`src/rtl/dual_rate_alu.sv`:
```
module dual_rate_alu #(
  parameter int W     = 32,
  parameter int TAG_W = 4
) (
  input  logic             clk,
  input  logic             rst_n,
  input  logic             in_vld,
  input  logic [2:0]       in_op,
  input  logic [W-1:0]     in_a,
  input  logic [W-1:0]     in_b,
  input  logic [TAG_W-1:0] in_src_a,
  input  logic [TAG_W-1:0] in_src_b,
  input  logic [TAG_W-1:0] in_dst,
  output logic             lo_vld,
  output logic [W/2-1:0]   lo_res,
  output logic             hi_vld,
  output logic [W/2-1:0]   hi_res,
  output logic             flag_z,
  output logic             flag_c,
  output logic             slow
);
  localparam int H = W / 2;
  localparam logic [2:0] OP_ADD = 3'd0;
  localparam logic [2:0] OP_SUB = 3'd1;
  localparam logic [2:0] OP_AND = 3'd2;
  localparam logic [2:0] OP_OR  = 3'd3;
  localparam logic [2:0] OP_XOR = 3'd4;

  logic             s1_vld;
  logic [2:0]       s1_op;
  logic [TAG_W-1:0] s1_dst;
  logic [H-1:0]     s1_a_hi, s1_b_hi;
  logic             s1_byp_a, s1_byp_b;
  logic             s1_cy;
  logic             s1_lz;

  logic is_fast, take, hit_a, hit_b, is_sub;
  logic [H-1:0] a_lo, b_lo, b_lo_x, lo_n;
  logic [H:0]   sum_lo;

  assign is_fast = in_op <= OP_XOR;
  assign take    = in_vld && is_fast;
  assign hit_a   = s1_vld && (in_src_a == s1_dst);
  assign hit_b   = s1_vld && (in_src_b == s1_dst);
  assign a_lo    = hit_a ? lo_res : in_a[H-1:0];
  assign b_lo    = hit_b ? lo_res : in_b[H-1:0];
  assign is_sub  = in_op == OP_SUB;
  assign b_lo_x  = is_sub ? ~b_lo : b_lo;
  assign sum_lo  = {1'b0, a_lo} + {1'b0, b_lo_x} + {{H{1'b0}}, is_sub};

  always_comb begin
    case (in_op)
      OP_AND:  lo_n = a_lo & b_lo;
      OP_OR:   lo_n = a_lo | b_lo;
      OP_XOR:  lo_n = a_lo ^ b_lo;
      default: lo_n = sum_lo[H-1:0];
    endcase
  end

  always_ff @(posedge clk) begin
    if (!rst_n) begin
      s1_vld   <= 1'b0;
      s1_op    <= OP_ADD;
      s1_dst   <= '0;
      s1_a_hi  <= '0;
      s1_b_hi  <= '0;
      s1_byp_a <= 1'b0;
      s1_byp_b <= 1'b0;
      s1_cy    <= 1'b0;
      s1_lz    <= 1'b0;
      lo_res   <= '0;
      slow     <= 1'b0;
    end else begin
      s1_vld <= take;
      slow   <= in_vld && !is_fast;
      if (take) begin
        s1_op    <= in_op;
        s1_dst   <= in_dst;
        s1_a_hi  <= in_a[W-1:H];
        s1_b_hi  <= in_b[W-1:H];
        s1_byp_a <= hit_a;
        s1_byp_b <= hit_b;
        s1_cy    <= sum_lo[H];
        s1_lz    <= lo_n == '0;
        lo_res   <= lo_n;
      end
    end
  end

  assign lo_vld = s1_vld;

  logic [H-1:0] a_hi, b_hi, b_hi_x, hi_n;
  logic [H:0]   sum_hi;
  logic         arith;

  assign a_hi   = s1_byp_a ? hi_res : s1_a_hi;
  assign b_hi   = s1_byp_b ? hi_res : s1_b_hi;
  assign b_hi_x = (s1_op == OP_SUB) ? ~b_hi : b_hi;
  assign sum_hi = {1'b0, a_hi} + {1'b0, b_hi_x} + {{H{1'b0}}, s1_cy};
  assign arith  = (s1_op == OP_ADD) || (s1_op == OP_SUB);

  always_comb begin
    case (s1_op)
      OP_AND:  hi_n = a_hi & b_hi;
      OP_OR:   hi_n = a_hi | b_hi;
      OP_XOR:  hi_n = a_hi ^ b_hi;
      default: hi_n = sum_hi[H-1:0];
    endcase
  end

  always_ff @(posedge clk) begin
    if (!rst_n) begin
      hi_vld <= 1'b0;
      hi_res <= '0;
      flag_z <= 1'b0;
      flag_c <= 1'b0;
    end else begin
      hi_vld <= s1_vld;
      flag_z <= s1_vld && s1_lz && (hi_n == '0);
      flag_c <= s1_vld && arith && sum_hi[H];
      if (s1_vld) hi_res <= hi_n;
    end
  end


  lo_from_issue_chk: assert property (@(posedge clk) disable iff (!rst_n)
    (in_vld && in_op <= OP_XOR) |=> lo_vld);


  hi_follows_lo_chk: assert property (@(posedge clk) disable iff (!rst_n)
    lo_vld |=> hi_vld);


  slow_from_issue_chk: assert property (@(posedge clk) disable iff (!rst_n)
    (in_vld && in_op > OP_XOR) |=> (slow && !lo_vld));


  slow_excl_chk: assert property (@(posedge clk) disable iff (!rst_n)
    slow |=> !hi_vld);


  flags_idle_chk: assert property (@(posedge clk) disable iff (!rst_n)
    !hi_vld |-> (!flag_z && !flag_c));
endmodule

```
`config.mk`:
```
export PLATFORM = sky130hd
export DESIGN_NAME = dual_rate_alu
export DESIGN_NICKNAME = d
export VERILOG_FILES = /design/src/rtl/dual_rate_alu.sv
export SDC_FILE = /design/constraint.sdc
export NUM_CORES = 1
export LEC_CHECK = 0
export BUFFER_PORTS_ARGS = -buffer_cell sky130_fd_sc_hd__buf_2
export CAP_MARGIN = 15
export CORE_ASPECT_RATIO = 2
export CORE_MARGIN = 1.5
export CORE_UTILIZATION = 40
export DETAILED_ROUTE_END_ITERATION = 10
export GPL_ROUTABILITY_DRIVEN = 0
export GPL_TIMING_DRIVEN = 0
export PLACE_DENSITY = 0.66
export SYNTH_ARGS = -nofsm -noshare
export SYNTH_HDL_FRONTEND = slang
export SYNTH_SLANG_ARGS = --single-unit
```
`constraint.sdc`:
```
create_clock -name clk -period 15.4 [get_ports clk]
set_input_delay 2.31 -clock clk [delete_from_list [all_inputs] [get_ports clk]]
set_output_delay 2.31 -clock clk [all_outputs]
set_load 0.02 [all_outputs]
```
==> impl_metrics.tcl, run 1 <==
set metrics [dict create \
    ir_worst_vdd_mv 0.0469 \
    dpl.hpwl_mm 19.5 \
    syn_nets 1128 \
    tritoncts "done" \
    cp_max_fo 10 \
    vias_per_cell 5.65 \
    ys_seq_elements 80 \
    final_max_slew_viol_count 0 \
    rsz0062_at_grt "false" \
    max_cap_viol_count 0 \
    cp_top_family "compound AO/OA/AOI/OAI gates" \
    crit_required_ns 15.71 \
    top_usage_layer "met2" \
    grt_pass1_wl_mm 37.6 \
    r2r_slack_ns 8.22 \
    via_count 7360 \
    antenna_left 0 \
    port-buffer-count 117 \
    crit_slowest_cell "nor4_4" \
    final_cells 1303 \
    clkTransAtPathRegs_ns 0.07 \
    wl_per_cell_um 18.7 \
    maxSlewHeadroom 0.345 \
    final_hold_viol_count 0 \
    post_cts_resized 0 \
    die_w_um 99.1 \
    met1_usage 0.228 \
    power_density_nw_per_um2 80.1 \
    max_freq_ghz 0.134 \
    power_leakage_uw 0.00389 \
    post-route-min-period_ns 7.45 \
    path_cells "buf_2, xor2_1, nor4_4, clkbuf_1, mux2_2, fa_1, a2111oi_0, a211oi_1, a32o_1, a31oi_1, o31ai_1, xor2_1, a221oi_1, nand3_1, nor3_1, a31o_1" \
    met2_usage 0.486 \
    crit_path_max_incr_delay_ns 0.87 \
    power.total_uw 685 \
    synth-seq-area-share 0.217 \
    async_flop_share 0 \
    ios 119 \
    first_iter_violations 315 \
    setup_viol 0 \
    rows 70 \
    htreeDepth 3 \
    grt_usage 0.252 \
    yosysUniqueCellTypes 65 \
    cts-hold-fix-buffers 0 \
    die_area_um2 19300 \
    use_met3 0.0261 \
    arrival_ns 7.76 \
    path_buf_inv 2 \
    cp-end-kind "flop" \
    drive_gt1_frac 0.145 \
    finalSetupTns_ns 0 \
    cts_buffers 9 \
    avgSynthCellArea_um2 7.75 \
    placed_cells 1286 \
    post_cts_buffers 0 \
    grt.overflow.total 0 \
    grt_max_degree 17 \
    drc 0 \
    fp.coreArea_um2 18200 \
    synth_flop_cell "dfxtp_1" \
    synth_cells 953 \
    fin_skew_ns 0.00842 \
    clockRootBuffer "clkbuf_16" \
    yosysWarningCount 0 \
    cts.path.max_buffers 2 \
    setup.worst_path.start_class "input port" \
    antenna_found_initial 1 \
    drtPass1Iterations 5 \
    worst_path_most_repeated_cell "xor2_1" \
    nNetsFinal 1256 \
    syn-cell-area_um2 7380 \
    path_class "input port to flop" \
    drt-total-wl_mm 24.4 \
    finalCritPeriodShare 0.484 \
    insertion_delay_ns 0.36 \
    area_delta_synth_final_pct 15.9 \
    grt_pass1_vias 7459 \
    synth_edf_count 0 \
    hold_path_class "flop to flop" \
    cts.sinks 80 \
    status "finished, final reports clean" \
    die_h_um 195 \
    start_util 0.405 \
    worst_pin_slew_ns 0.976 \
]
layout by cell type, fill, tap and decap left out, types with 34 or more instances in the layout:
cell type	n
dfxtp_1	80
inv_1	84
mux2i_1	66
xnor2_1	47
buf_2	118
nor2_1	84
nand2_1	113
ha_1	90
clkbuf_1	49
a21oi_1	82
o21ai_0	34
worst min-delay path, delay by kind of cell, from the launching register on:
kind | cells | cell delay (ns)
flops | 1 | 0.31
compound gates | 1 | 0.05
simple gates | 1 | 0.05
where the power goes:
part	switching (uW)	total (uW)	leakage, uW	internal [uW]
sequential	12.2	232	0.000655	219
combinational	135	224	0.00309	88.5
clock	100	230	0.000150	129
area by class of cell:
type,count,area (um^2)
fillers,1888,9660
multi-input cells,736,5270
flip-flops and latches,80,1600
repair buffers,117,586
inverters,85,319
well taps,216,270
clock buffers,9,225
plain buffers,52,196
clock inverters,7,88.8
diodes,1,2.50
metrics by stage:
step | setup WS, ns | util | area [um^2] | hold WS [ns]
2_1_floorplan | 9.01 | - | 7380 | 0.436
3_3_place_gp | 7.67 | 0.452 | 8240 | 0.443
3_5_place_dp | 7.63 | 0.452 | 8240 | 0.446
4_1_cts | 8.00 | 0.470 | 8550 | 0.455
5_1_grt | 7.59 | 0.470 | 8560 | 0.472
6_report | 7.95 | 0.470 | 8560 | 0.454
cells by family (layout without fill, tap and decap cells):
| kind of cell | count (synthesis) | after routing | share of synthesized area |
|---|---|---|---|
| AND/OR/NAND/NOR | 281 | 281 | 0.175 |
| AO/OA/AOI/OAI | 225 | 225 | 0.198 |
| buffers and inverters | 137 | 270 | 0.0698 |
| adder cells (fa/ha/maj) | 93 | 93 | 0.161 |
| flip-flops | 80 | 80 | 0.217 |
| multiplexers | 79 | 79 | 0.110 |
| XOR/XNOR | 58 | 58 | 0.0707 |
| other | 0 | 1 | 0 |
metal layers:
| metal | vias to the layer above | share of wire | routed length (um) |
|---|---|---|---|
| met3 | 109 | 0.049 | 1190 |
| met4 | 0 | 0.084 | 2040 |
| met1 | 3406 | 0.31 | 7660 |
| met2 | 266 | 0.55 | 13500 |
| li1 | 3579 | - | - |
| met5 | - | 0 | 0 |
state kept, by name, indices dropped and copies added (netlist names):
name,flops
s1_cy,1
s1_a_hi,16
flag_z,1
lo_res,16
lo_vld,1
flag_c,1
s1_lz,1
s1_byp_a,1
s1_dst,4
s1_b_hi,16
slow,1
hi_res,16
s1_byp_b,1
hi_vld,1
s1_op,3
synth_stat cells, drive strengths merged (3+ instances only):
cell type	instances	share of area
o31a	3	0.0036
inv	85	0.043
xor2	10	0.012
nor4	5	0.0063
nor2	85	0.044
o21ai	34	0.023
mux2	13	0.020
and2	11	0.0093
a221oi	12	0.014
and3	8	0.0068
a21oi	82	0.056
clkbuf	49	0.025
nand3	11	0.0075
a22oi	4	0.0041
nand4	3	0.0025
a2111oi	3	0.0036
a21o	7	0.0071
xnor2	47	0.056
ha	90	0.15
o22ai	6	0.0051
or4	3	0.0030
nor3	10	0.0068
fa	3	0.0081
a31oi	7	0.0059
dfxtp	80	0.22
a211oi	31	0.032
or2	3	0.0025
nand3b	4	0.0041
o31ai	6	0.0061
o221ai	4	0.0047
o21bai	4	0.0041
buf	3	0.0017
nor2b	7	0.0059
or3	4	0.0034
a21boi	3	0.0030
mux2i	66	0.089
nand2	113	0.057
nand2b	4	0.0034
path summary, 6_finish.rpt:
path | startpoint | to | cells after the start
max | in_src_a[2] | s1_lz | 16
min | s1_b_hi[12] | s1_b_hi[12] | 2
max reg2reg | s1_op[0] | flag_z | 21
min reg2reg | s1_b_hi[12] | s1_b_hi[12] | 2
No activity file was read; power rests on OpenSTA's default activity.
==> inputs of run 2 (changes only) <==
--- a/config.mk
+++ b/config.mk
@@ -13,7 +13,7 @@
 export DETAILED_ROUTE_END_ITERATION = 10
 export GPL_ROUTABILITY_DRIVEN = 0
 export GPL_TIMING_DRIVEN = 0
-export PLACE_DENSITY = 0.66
+export PLACE_DENSITY = 0.68
 export SYNTH_ARGS = -nofsm -noshare
 export SYNTH_HDL_FRONTEND = slang
 export SYNTH_SLANG_ARGS = --single-unit
==> constraint.sdc (replaced) <==
create_clock -name clk -period 6.4 [get_ports clk]
set_input_delay 0.96 -clock clk [delete_from_list [all_inputs] [get_ports clk]]
set_output_delay 0.96 -clock clk [all_outputs]
set_load 0.02 [all_outputs]
==> impl_metrics.tcl, run 2 (same netlist as run 1, synthesis figures left out) <==
set metrics [dict create \
    grt_usage 0.248 \
    max_freq_ghz 0.164 \
    final_cell_mix "118 x buf_2, 113 x nand2_1, 90 x ha_1, 84 x nor2_1, 84 x inv_1" \
    cts-hold-fix-buffers 0 \
    arrival_ns 6.41 \
    drt-total-wl_mm 24.2 \
    finalCritPeriodShare 0.955 \
    crit_slowest_cell "clkbuf_1" \
    post_cts_buffers 0 \
    diodes 0 \
    rows 70 \
    start_util 0.405 \
    post-route-min-period_ns 6.11 \
    die_h_um 195 \
    via_count 7350 \
    crit_required_ns 6.70 \
    clockRootBuffer "clkbuf_16" \
    cp_max_fo 10 \
    cp-end-kind "flop" \
    grt_pass1_vias 7136 \
    reg2reg_to "flag_z" \
    holdCritStartpoint "s1_a_hi[15]" \
    cts_buffers 9 \
    drtPass1Iterations 5 \
    power_frac_seq 0.342 \
    hold_path_class "flop to flop" \
    power_density_nw_per_um2 190 \
    power.total_uw 1630 \
    drive_gt1_frac 0.147 \
    grt_max_degree 14 \
    nNetsFinal 1255 \
    setup_viol 0 \
    cts.sinks 80 \
    maxSlewHeadroom 0.334 \
    grt.overflow.total 0 \
    swShare 0.352 \
    port-buffer-count 117 \
    cts.path.max_buffers 2 \
    power_leakage_uw 0.00390 \
    first_iter_violations 289 \
    clkTransAtPathRegs_ns 0.07 \
    internal_power_uw 1050 \
    drc 0 \
    grt_pass1_wl_mm 36.9 \
    worst_pin_slew_ns 0.992 \
    crit_path_max_incr_delay_ns 0.68 \
    htreeDepth 3 \
    r2r_slack_ns 0.33 \
    antenna_left 0 \
    status "finished, final reports clean" \
    final_hold_viol_count 0 \
    wl_per_cell_um 18.6 \
    antenna_found_initial 1 \
    die_area_um2 19300 \
    area_delta_synth_final_pct 15.6 \
    tritoncts "done" \
    post_cts_resized 3 \
    max_cap_viol_count 0 \
    power_frac_comb 0.333 \
    p_sw_uw 572 \
    final_cell_area_um2 8540 \
    fin_skew_ns 0.00917 \
    place_area_um2 8240 \
    final_common_cell "buf_2" \
    fp.coreArea_um2 18200 \
    path_cells "buf_2, xnor2_1, nand3_1, nor2_2, clkbuf_1, mux2i_1, xnor2_1, ha_1, a21o_1, a21o_1, a21o_1, a21oi_1, o41ai_4, or2_2, o21bai_1, xnor2_1, a221oi_1, nand3_1, nor3_1, a31o_1" \
    holdPathEnd "s1_a_hi[15]" \
    setup.worst_path.start_class "input port" \
    rsz0062_at_grt "false" \
    pwr-share-clk 0.326 \
    holdWs_ns 0.454 \
    ios 119 \
    final_max_slew_viol_count 0 \
    insertion_delay_ns 0.35 \
    vias_per_cell 5.65 \
    dpl.hpwl_mm 19.4 \
    die_w_um 99.1 \
    ir_worst_vdd_mv 0.107 \
    r2r.worst_path.cells 20 \
    worstHoldPathCells 2 \
    rr_startpoint "s1_op[0]" \
    path_class "input port to flop" \
]
[run 2: layer usage]
metal,global-route usage,vias to the layer above,wire length (um)
met2,0.483,248,13300
met3,0.0240,88,987
met4,0.177,2,1720
met1,0.234,3427,8120
met5,0,-,13
li1,-,3585,-
[run 2: cell type report]
class,count,area [um^2]
fillers,1871,9680
inverters,85,319
clock buffers,11,243
plain buffers,51,196
multi-input cells,736,5270
well taps,216,270
flip-flops and latches,80,1600
clock inverters,5,56.3
repair buffers,117,586
[run 2: worst max path at each step]
stage | startpoint | to | slack (ns) | cells past startpoint
6_report | in_src_b[1] | s1_lz | 0.29 | 20
3_5_place_dp | s1_op[0] | flag_z | -0.55 | 21
4_1_cts | s1_op[0] | flag_z | 0.1 | 21
5_1_grt | s1_op[0] | flag_z | 0.02 | 20
2_1_floorplan | in_src_a[2] | s1_lz | 1.36 | 17
3_3_place_gp | s1_op[0] | flag_z | -0.46 | 21
[run 2: through the flow]
stage	util	setup WS (ns)	TNS, ns	cells
detailed placement	0.452	-0.549	-1.16	1286
global placement	0.452	-0.464	-0.828	1286
finish	0.469	0.288	0	1301
floorplan	-	1.36	0	953
CTS	0.469	0.0975	0	1302
global route	0.469	0.0207	0	1301
[run 2: worst max-delay path: cells and delay by family]
| family | cells | cell delay, ns |
|---|---|---|
| AOI/OAI and AO/OA | 8 | 1.91 |
| and+or+nand+nor | 5 | 1.64 |
| buffers and inverters | 2 | 0.78 |
| xor gates and xnor gates | 3 | 0.46 |
| muxes | 1 | 0.40 |
| adders and majority gates | 1 | 0.25 |
[run 2: power by group through the flow]
stage	combinational [uW]	clock, uW	sequential [uW]
after detailed placement	534	0	566
final	541	529	555
after global placement	525	0	566
after global routing	594	549	560
after CTS	537	533	555
after floorplan	360	0	577
